==> src/rtl/mig_pkg.sv <==
package mig_pkg;
  localparam int DATA_W = 8;
  localparam int NODE_W = 2;

  typedef enum logic [2:0] {
    MSG_NONE  = 3'd0,
    MSG_REQ   = 3'd1,
    MSG_GRANT = 3'd2,
    MSG_INV   = 3'd3,
    MSG_REL   = 3'd4,
    MSG_IDONE = 3'd5,
    MSG_NACK  = 3'd6
  } msg_kind_e;

  typedef struct packed {
    msg_kind_e           kind;
    logic [DATA_W-1:0]   data;
    logic [NODE_W-1:0]   node;
  } msg_t;

  typedef enum logic [1:0] {R_INV, R_WAIT, R_VALID} rstate_e;
  typedef enum logic [1:0] {H_FREE, H_OWNED, H_RECALL} hstate_e;
endpackage

==> src/rtl/mig_link.sv <==
module mig_link
  import mig_pkg::*;
#(
  parameter int DEPTH = 2
) (
  input  logic clk,
  input  logic rst,
  input  logic push,
  input  msg_t din,
  input  logic pop,
  output msg_t dout,
  output logic has_data,
  output logic full
);
  localparam int AW = (DEPTH > 1) ? $clog2(DEPTH) : 1;
  localparam int CW = $clog2(DEPTH + 1);

  msg_t           slots [DEPTH];
  logic [AW-1:0]  wp, rp;
  logic [CW-1:0]  count;
  logic           do_push, do_pop;

  assign has_data = (count != '0);
  assign full     = (count == CW'(DEPTH));
  assign do_push  = push && !full;
  assign do_pop   = pop && has_data;
  assign dout     = slots[rp];

  always_ff @(posedge clk) begin
    if (do_push) slots[wp] <= din;
  end

  always_ff @(posedge clk) begin
    if (rst) begin
      wp    <= '0;
      rp    <= '0;
      count <= '0;
    end else begin
      if (do_push) wp <= (wp == AW'(DEPTH - 1)) ? '0 : wp + 1'b1;
      if (do_pop)  rp <= (rp == AW'(DEPTH - 1)) ? '0 : rp + 1'b1;
      case ({do_push, do_pop})
        2'b10:   count <= count + 1'b1;
        2'b01:   count <= count - 1'b1;
        default: count <= count;
      endcase
    end
  end
endmodule

==> src/rtl/mig_remote.sv <==
module mig_remote
  import mig_pkg::*;
#(
  parameter logic [NODE_W-1:0] ID = '0
) (
  input  logic              clk,
  input  logic              rst,
  input  logic              acq,
  input  logic              evict,
  input  logic              upd_en,
  input  logic [DATA_W-1:0] upd_data,
  input  logic              rx_valid,
  input  msg_t              rx_msg,
  output logic              rx_pop,
  output logic              tx_push,
  output msg_t              tx_msg,
  output logic              line_valid,
  output logic [DATA_W-1:0] line_data
);
  rstate_e state;
  logic    pend;
  logic    mine, got_inv, got_grant, got_nack;

  assign rx_pop    = rx_valid;
  assign mine      = rx_valid && (rx_msg.node == ID);
  assign got_inv   = mine && (rx_msg.kind == MSG_INV);
  assign got_grant = mine && (rx_msg.kind == MSG_GRANT);
  assign got_nack  = mine && (rx_msg.kind == MSG_NACK);
  assign line_valid = (state == R_VALID);

  always_comb begin
    tx_push = 1'b0;
    tx_msg  = '{kind: MSG_NONE, data: '0, node: ID};
    case (state)
      R_INV: if (acq || pend) begin
        tx_push     = 1'b1;
        tx_msg.kind = MSG_REQ;
      end
      R_VALID: if (got_inv) begin
        tx_push     = 1'b1;
        tx_msg.kind = MSG_IDONE;
        tx_msg.data = line_data;
      end else if (evict) begin
        tx_push     = 1'b1;
        tx_msg.kind = MSG_REL;
        tx_msg.data = line_data;
      end
      default: ;
    endcase
  end

  always_ff @(posedge clk) begin
    if (rst) begin
      state     <= R_INV;
      pend      <= 1'b0;
      line_data <= '0;
    end else begin
      if (state == R_WAIT && got_grant) pend <= 1'b0;
      else if (acq && state != R_VALID) pend <= 1'b1;
      case (state)
        R_INV: if (acq || pend) state <= R_WAIT;
        R_WAIT: begin
          if (got_grant) begin
            state     <= R_VALID;
            line_data <= rx_msg.data;
          end else if (got_nack) begin
            state <= R_INV;
          end
        end
        R_VALID: begin
          if (got_inv || evict) state <= R_INV;
          else if (upd_en) line_data <= upd_data;
        end
        default: state <= R_INV;
      endcase
    end
  end
endmodule

==> src/rtl/mig_home.sv <==
module mig_home
  import mig_pkg::*;
#(
  parameter int                NR        = 3,
  parameter logic [DATA_W-1:0] INIT_DATA = 8'hA5
) (
  input  logic              clk,
  input  logic              rst,
  input  logic [NR-1:0]     rx_valid,
  input  msg_t              rx_msg [NR],
  output logic [NR-1:0]     rx_pop,
  output logic [NR-1:0]     tx_push,
  output msg_t              tx_msg,
  output logic              owned,
  output logic [NODE_W-1:0] owner,
  output logic [DATA_W-1:0] mem_data
);
  hstate_e           state;
  logic [NODE_W-1:0] pend, rr, sel, src;
  logic              any;
  msg_t              head;

  assign owned = (state != H_FREE);

  always_comb begin
    any = 1'b0;
    sel = '0;
    for (int k = NR - 1; k >= 0; k--) begin
      if (rx_valid[(int'(rr) + k) % NR]) begin
        any = 1'b1;
        sel = NODE_W'((int'(rr) + k) % NR);
      end
    end
  end

  assign head = rx_msg[sel];
  assign src  = head.node;

  always_comb begin
    rx_pop  = '0;
    tx_push = '0;
    tx_msg  = '{kind: MSG_NONE, data: '0, node: '0};
    if (any) begin
      rx_pop[sel] = 1'b1;
      case (state)
        H_FREE: if (head.kind == MSG_REQ) begin
          tx_push[src] = 1'b1;
          tx_msg       = '{kind: MSG_GRANT, data: mem_data, node: src};
        end
        H_OWNED: if (head.kind == MSG_REQ && src != owner) begin
          tx_push[owner] = 1'b1;
          tx_msg         = '{kind: MSG_INV, data: '0, node: owner};
        end
        H_RECALL: begin
          if ((head.kind == MSG_REL || head.kind == MSG_IDONE) && src == owner) begin
            tx_push[pend] = 1'b1;
            tx_msg        = '{kind: MSG_GRANT, data: head.data, node: pend};
          end else if (head.kind == MSG_REQ) begin
            tx_push[src] = 1'b1;
            tx_msg       = '{kind: MSG_NACK, data: '0, node: src};
          end
        end
        default: ;
      endcase
    end
  end

  always_ff @(posedge clk) begin
    if (rst) begin
      state    <= H_FREE;
      owner    <= '0;
      pend     <= '0;
      rr       <= '0;
      mem_data <= INIT_DATA;
    end else if (any) begin
      rr <= (sel == NODE_W'(NR - 1)) ? '0 : sel + 1'b1;
      case (state)
        H_FREE: if (head.kind == MSG_REQ) begin
          owner <= src;
          state <= H_OWNED;
        end
        H_OWNED: begin
          if (head.kind == MSG_REQ && src != owner) begin
            pend  <= src;
            state <= H_RECALL;
          end else if (head.kind == MSG_REL && src == owner) begin
            mem_data <= head.data;
            state    <= H_FREE;
          end
        end
        H_RECALL: if ((head.kind == MSG_REL || head.kind == MSG_IDONE) && src == owner) begin
          mem_data <= head.data;
          owner    <= pend;
          state    <= H_OWNED;
        end
        default: state <= H_FREE;
      endcase
    end
  end
endmodule

==> src/rtl/mig_coherence.sv <==
module mig_coherence
  import mig_pkg::*;
#(
  parameter int                NUM_REMOTES = 3,
  parameter int                LINK_DEPTH  = 2,
  parameter logic [DATA_W-1:0] INIT_DATA   = 8'hA5
) (
  input  logic                          clk,
  input  logic                          rst,
  input  logic [NUM_REMOTES-1:0]        acq_req,
  input  logic [NUM_REMOTES-1:0]        evict_req,
  input  logic [NUM_REMOTES-1:0]        upd_en,
  input  logic [NUM_REMOTES*DATA_W-1:0] upd_data,
  output logic [NUM_REMOTES-1:0]        line_valid,
  output logic [NUM_REMOTES*DATA_W-1:0] line_data,
  output logic                          home_owned,
  output logic [NODE_W-1:0]             home_owner,
  output logic [DATA_W-1:0]             home_data
);
  localparam int NR = NUM_REMOTES;

  logic [NR-1:0] up_push, up_full, up_has, up_pop;
  logic [NR-1:0] dn_push, dn_full, dn_has, dn_pop;
  msg_t          up_din [NR];
  msg_t          up_dout [NR];
  msg_t          dn_dout [NR];
  msg_t          dn_din;

  // Observation points for the bound checker
  logic              obs_grant, obs_ret;
  logic [DATA_W-1:0] obs_grant_data, obs_ret_data;

  for (genvar i = 0; i < NR; i++) begin : g_node
    mig_link #(.DEPTH(LINK_DEPTH)) u_up (
      .clk(clk), .rst(rst), .push(up_push[i]), .din(up_din[i]),
      .pop(up_pop[i]), .dout(up_dout[i]), .has_data(up_has[i]), .full(up_full[i])
    );
    mig_link #(.DEPTH(LINK_DEPTH)) u_dn (
      .clk(clk), .rst(rst), .push(dn_push[i]), .din(dn_din),
      .pop(dn_pop[i]), .dout(dn_dout[i]), .has_data(dn_has[i]), .full(dn_full[i])
    );
    mig_remote #(.ID(NODE_W'(i))) u_rem (
      .clk(clk), .rst(rst),
      .acq(acq_req[i]), .evict(evict_req[i]),
      .upd_en(upd_en[i]), .upd_data(upd_data[i*DATA_W +: DATA_W]),
      .rx_valid(dn_has[i]), .rx_msg(dn_dout[i]), .rx_pop(dn_pop[i]),
      .tx_push(up_push[i]), .tx_msg(up_din[i]),
      .line_valid(line_valid[i]), .line_data(line_data[i*DATA_W +: DATA_W])
    );
  end

  mig_home #(.NR(NR), .INIT_DATA(INIT_DATA)) u_home (
    .clk(clk), .rst(rst),
    .rx_valid(up_has), .rx_msg(up_dout), .rx_pop(up_pop),
    .tx_push(dn_push), .tx_msg(dn_din),
    .owned(home_owned), .owner(home_owner), .mem_data(home_data)
  );

  assign obs_grant      = (dn_push != '0) && (dn_din.kind == MSG_GRANT);
  assign obs_grant_data = dn_din.data;

  always_comb begin
    obs_ret      = 1'b0;
    obs_ret_data = '0;
    for (int i = 0; i < NR; i++) begin
      if (up_pop[i] && up_has[i] &&
          (up_dout[i].kind == MSG_REL || up_dout[i].kind == MSG_IDONE)) begin
        obs_ret      = 1'b1;
        obs_ret_data = up_dout[i].data;
      end
    end
  end
endmodule

==> config.mk <==
export PLATFORM = sky130hd
export DESIGN_NAME = mig_coherence
export DESIGN_NICKNAME = d
export VERILOG_FILES = /design/src/rtl/mig_pkg.sv /design/src/rtl/mig_link.sv /design/src/rtl/mig_remote.sv /design/src/rtl/mig_home.sv /design/src/rtl/mig_coherence.sv
export SDC_FILE = /design/constraint.sdc
export NUM_CORES = 1
export LEC_CHECK = 0
export BUFFER_PORTS_ARGS = -buffer_cell sky130_fd_sc_hd__buf_2
export CAP_MARGIN = 20
export CORE_MARGIN = 5
export CORE_UTILIZATION = 64
export DETAILED_ROUTE_END_ITERATION = 8
export PLACE_DENSITY_LB_ADDON = 0.05
export SYNTH_ARGS = -nofsm -noshare
export SYNTH_HDL_FRONTEND = slang
export SYNTH_SLANG_ARGS = --single-unit
==> constraint.sdc <==
create_clock -name clk -period 13.2 [get_ports clk]
set_input_delay 1.98 -clock clk [delete_from_list [all_inputs] [get_ports clk]]
set_output_delay 1.98 -clock clk [all_outputs]
set_load 0.02 [all_outputs]
==> results.txt <==
----------------------------------------------------
[Synthesis]
  Number of warnings printed during yosys synthesis ... 0
  Commonest register cell after synthesis ... edfxtp_1
  Simple-gate portion of the synthesized area ... 0.135
  Cell type contributing the most total cell area after synthesis ... edfxtp_1
  Dominant combinational cell family by area after synthesis ... simple AND/OR/NAND/NOR gates
  Post-synthesis cell area ... 0.00940 sq mm
  Xor and xnor area share after synthesis ... 0.0158
  Portion of synthesized cell area occupied by the leading cell type ... 0.441
  Register bit total from synthesis ... 217
  Most used standard cells in the synthesized netlist ... edfxtp_1 (138), nor2_1 (111), dfxtp_1 (79), mux2i_1 (76), a21oi_1 (42)
  Post-synth net total ... 837
  Average instance area after synthesis ... 11.9 sq um
  Dominant cell by count in the synthesized netlist ... edfxtp_1
  Area share of fa/ha/maj cells after synthesis ... 0.0158
  Distinct cells, synth ... 75
  Top cells by area in the synthesized netlist ... edfxtp_1 (44%), dfxtp_1 (17%), mux2i_1 (8.1%), nor2_1 (4.4%), a21oi_1 (2.2%)
  Multiplexer share of the synthesized area ... 0.0953
  Async set-reset flop share out of synthesis ... 0
  Compound-Gate Fraction of Synth Area ... 0.100
  EDFF count, synth ... 138
  Sequential element share of the synthesized area ... 0.609
  Syn Inst Count ... 791

[STA]
  Max transition margin ... 0.245
  Period utilization ... 0.346
  Final slew viol count ... 0
  Transition at the pin with the smallest max-transition slack ... 1.13 ns
  Worst clock skew on the final layout ... 0.00824 ns
  Unrepaired setup endpoints after global routing ... no
  Final-report hold violation count ... 0
  Min Tclk post-route ... 4.57 ns
  Count of final setup violators ... 0
  Aggregate negative setup slack ... 0 ns
  Max Clock Freq ... 219 MHz

[Cells and area]
  Count of nets after finishing ... 903
  Layout cells sized above 1 ... 0.168
  Area of combinational cells with multiple inputs ... 0.00341 sq mm
  Final Core Density ... 0.733
  Area growth, synth to finish ... 12.9%
  Final-layout fill cell count ... 978
  Register Area ... 0.00573 sq mm
  Number of antenna repair diodes ... 0

[Detailed routing]
  Vias ... 6370
  Length of the first detailed-routing pass in iterations ... 5
  Overall routed net length ... 22.0 mm
  Per-cell via count in the routed design ... 6.03
  Number of routed nets with antenna violations ... 0
  1st-iter DRT viols ... 486
  Remaining DRCs ... 0
  Post-detailed-route wirelength per cell ... 20.8 microns

[Setup path]
  Buffers & Inverters on Critical Path ... 3
  Data required time at the worst endpoint ... 13.41 ns
  Worst path max stage delay ... 0.60 ns
  Cell type group with the largest total delay on the critical path ... compound AO/OA/AOI/OAI gates
  Arrival time worst endpoint ... 4.77 ns
  Cell at the slowest stage of the critical path ... a21oi_1
  Maximum fanout count along the critical path ... 14
  Number of cells on the critical path ... 14
  Startpoint type of the worst setup path ... flip-flop
  Worst reg2reg path depth ... 14
  Worst path cell trace ... inv_1, ha_1, a211o_1, a21oi_2, nand2_1, inv_1, ha_1, xnor2_1, a21oi_1, a32oi_1, nor3_1, nand3_1, a21oi_1, buf_4
  Setup crit end kind ... flip-flop
  Start-to-end type of the worst setup path ... reg -> reg

[GRT]
  Vias in the first global route ... 6171
  Total global routing track utilization ... 0.248
  Largest net degree at the start of global routing ... 82
  Global route overflow ... 0
  Number of antenna violations at the first check in global routing ... 0
  First-pass GRT wire length ... 34.3 mm

[Floorplan]
  Height of the chip ... 131 microns
  Site row count ... 44
  Horizontal die dimension ... 131 microns
  Core region area ... 0.0145 sq mm
  Count of pins on the block boundary ... 73
  Starting density of the core ... 0.649
  Floorplan die area ... 0.0172 sq mm

[CTS]
  Number of buffers created by CTS ... 22
  Setup Buffers After CTS ... 0
  Clock transition at the register clock pins on the worst setup and hold paths after CTS ... 0.06 ns
  TritonCTS clock tree ... built
  Quantity of hold-fixing buffers added after cts ... 0
  Maximum level of the CTS H-tree ... 1
  Library cell used as clock root buffer ... clkbuf_16
  Clock sink count ... 217
  Post-CTS resize count ... 0
  Clock latency of the later-clocked register in the worst-skew pair ... 0.50 ns
  Clock Tree Buf Depth ... 3

[Power and ir drop]
  Power density cells ... 213 mW/mm^2
  Maximum resistive drop on vdd ... 182 uV
  Leakage power of the design ... 3.86 nW
  Final total power ... 2.26 mW

[Place]
  Final HPWL DP ... 15.7 mm
  Number of port buffers ... 72
  Placer Congestion ... 0.915

[Worst hold path]
  Cell depth of the worst min-delay path ... 1
  Min-delay worst type ... reg -> reg

[Job]
  Max-cap check violation count ... 0

[Status]
  Result of the run ... complete, no violations

----------------------------------------------------
==> flip-flops by register name, summed over array words and instances, names as in the netlist, 6 cells and up, named ones only <==
name and flops:
g_node.u_dn.slots 78, g_node.u_up.count 6, u_home.mem_data 8, g_node.u_up.slots 60, g_node.u_rem.state 6, g_node.u_dn.count 6
g_node.u_rem.line_data 24
==> final cells by class <==
cell class,instances,area share
clock inverter,9,0.00920
inverter,23,0.00813
multi-input combinational,510,0.322
tap,184,0.0217
sequential,217,0.539
timing repair buffer,83,0.0417
clock buffer,31,0.0580
==> final timing paths <==
| kind | endpoint | slack (ns) | startpoint |
|---|---|---|---|
| max reg2reg | g_node[0].u_dn.slots[0][6] | 8.63 | u_home.rr[0] |
| min reg2reg | g_node[1].u_dn.count[1] | 0.50 | g_node[1].u_dn.count[1] |
| max | g_node[0].u_dn.slots[0][6] | 8.63 | u_home.rr[0] |
| min | g_node[1].u_dn.count[1] | 0.50 | g_node[1].u_dn.count[1] |
==> layout by cell type, fill, tap and decap left out, types with 4 or more instances in the layout <==
master,instances
clkbuf_1,7
nand3_1,10
nor3b_1,4
nand2b_1,4
a31o_2,4
nor2b_1,17
and2_1,26
clkbuf_16,23
nand2_1,29
edfxtp_1,138
a22oi_1,9
and3_1,5
inv_1,21
a311oi_1,4
buf_4,11
dfxtp_1,79
clkinv_1,4
ha_1,11
mux2i_1,76
xnor2_1,11
o22ai_1,4
o21ai_0,20
buf_2,72
mux2_2,10
a21oi_1,42
xor2_1,6
nor3_1,19
nor2_1,111
a211oi_1,9
a32oi_1,4
==> cells by family after synthesis <==
logic type               Yosys count
AND/OR/NAND/NOR                  255
flip-flops                       217
AO/OA/AOI/OAI                    138
multiplexers                      88
buffers and inverters             64
XOR/XNOR                          17
adder cells (fa/ha/maj)           12
==> where the power goes <==
| part | leakage, nW | internal (mW) | total (mW) | switching (mW) |
|---|---|---|---|---|
| clock network | 0.344 | 0.364 | 0.608 | 0.244 |
| registers | 1.94 | 0.856 | 0.920 | 0.0639 |
| logic | 1.59 | 0.250 | 0.733 | 0.483 |
| total | 3.86 | 1.47 | 2.26 | 0.791 |
==> worst register-to-register path: cells and delay by family (launching register included) <==
family          cells  cell delay, ns
buf+inv             3            0.57
xor+xnor            1            0.13
compound gates      5            1.84
flops               1            0.34
fa+ha+maj           2            0.67
simple gates        3            0.73
==> routing by layer <==
metal	GRT usage	wire length (microns)	vias to the layer above
met3	0.0367	1360	43
met5	0	0	-
met2	0.402	10500	231
li1	-	-	3017
met1	0.353	9490	3079
met4	0.0716	615	0
==> through the flow <==
stage / cells / setup slack, ns / instance area (sq um) / hold slack, ns
after floorplan: 791 / 8.56 / 9400 / 0.449
after global placement: 1013 / 8.53 / 9870 / 0.483
after detailed placement: 1015 / 8.35 / 9880 / 0.488
after CTS: 1055 / 8.33 / 10600 / 0.505
after global routing: 1057 / 8.31 / 10600 / 0.532
final: 1057 / 8.63 / 10600 / 0.503
Power figures use the tool's default switching activity.
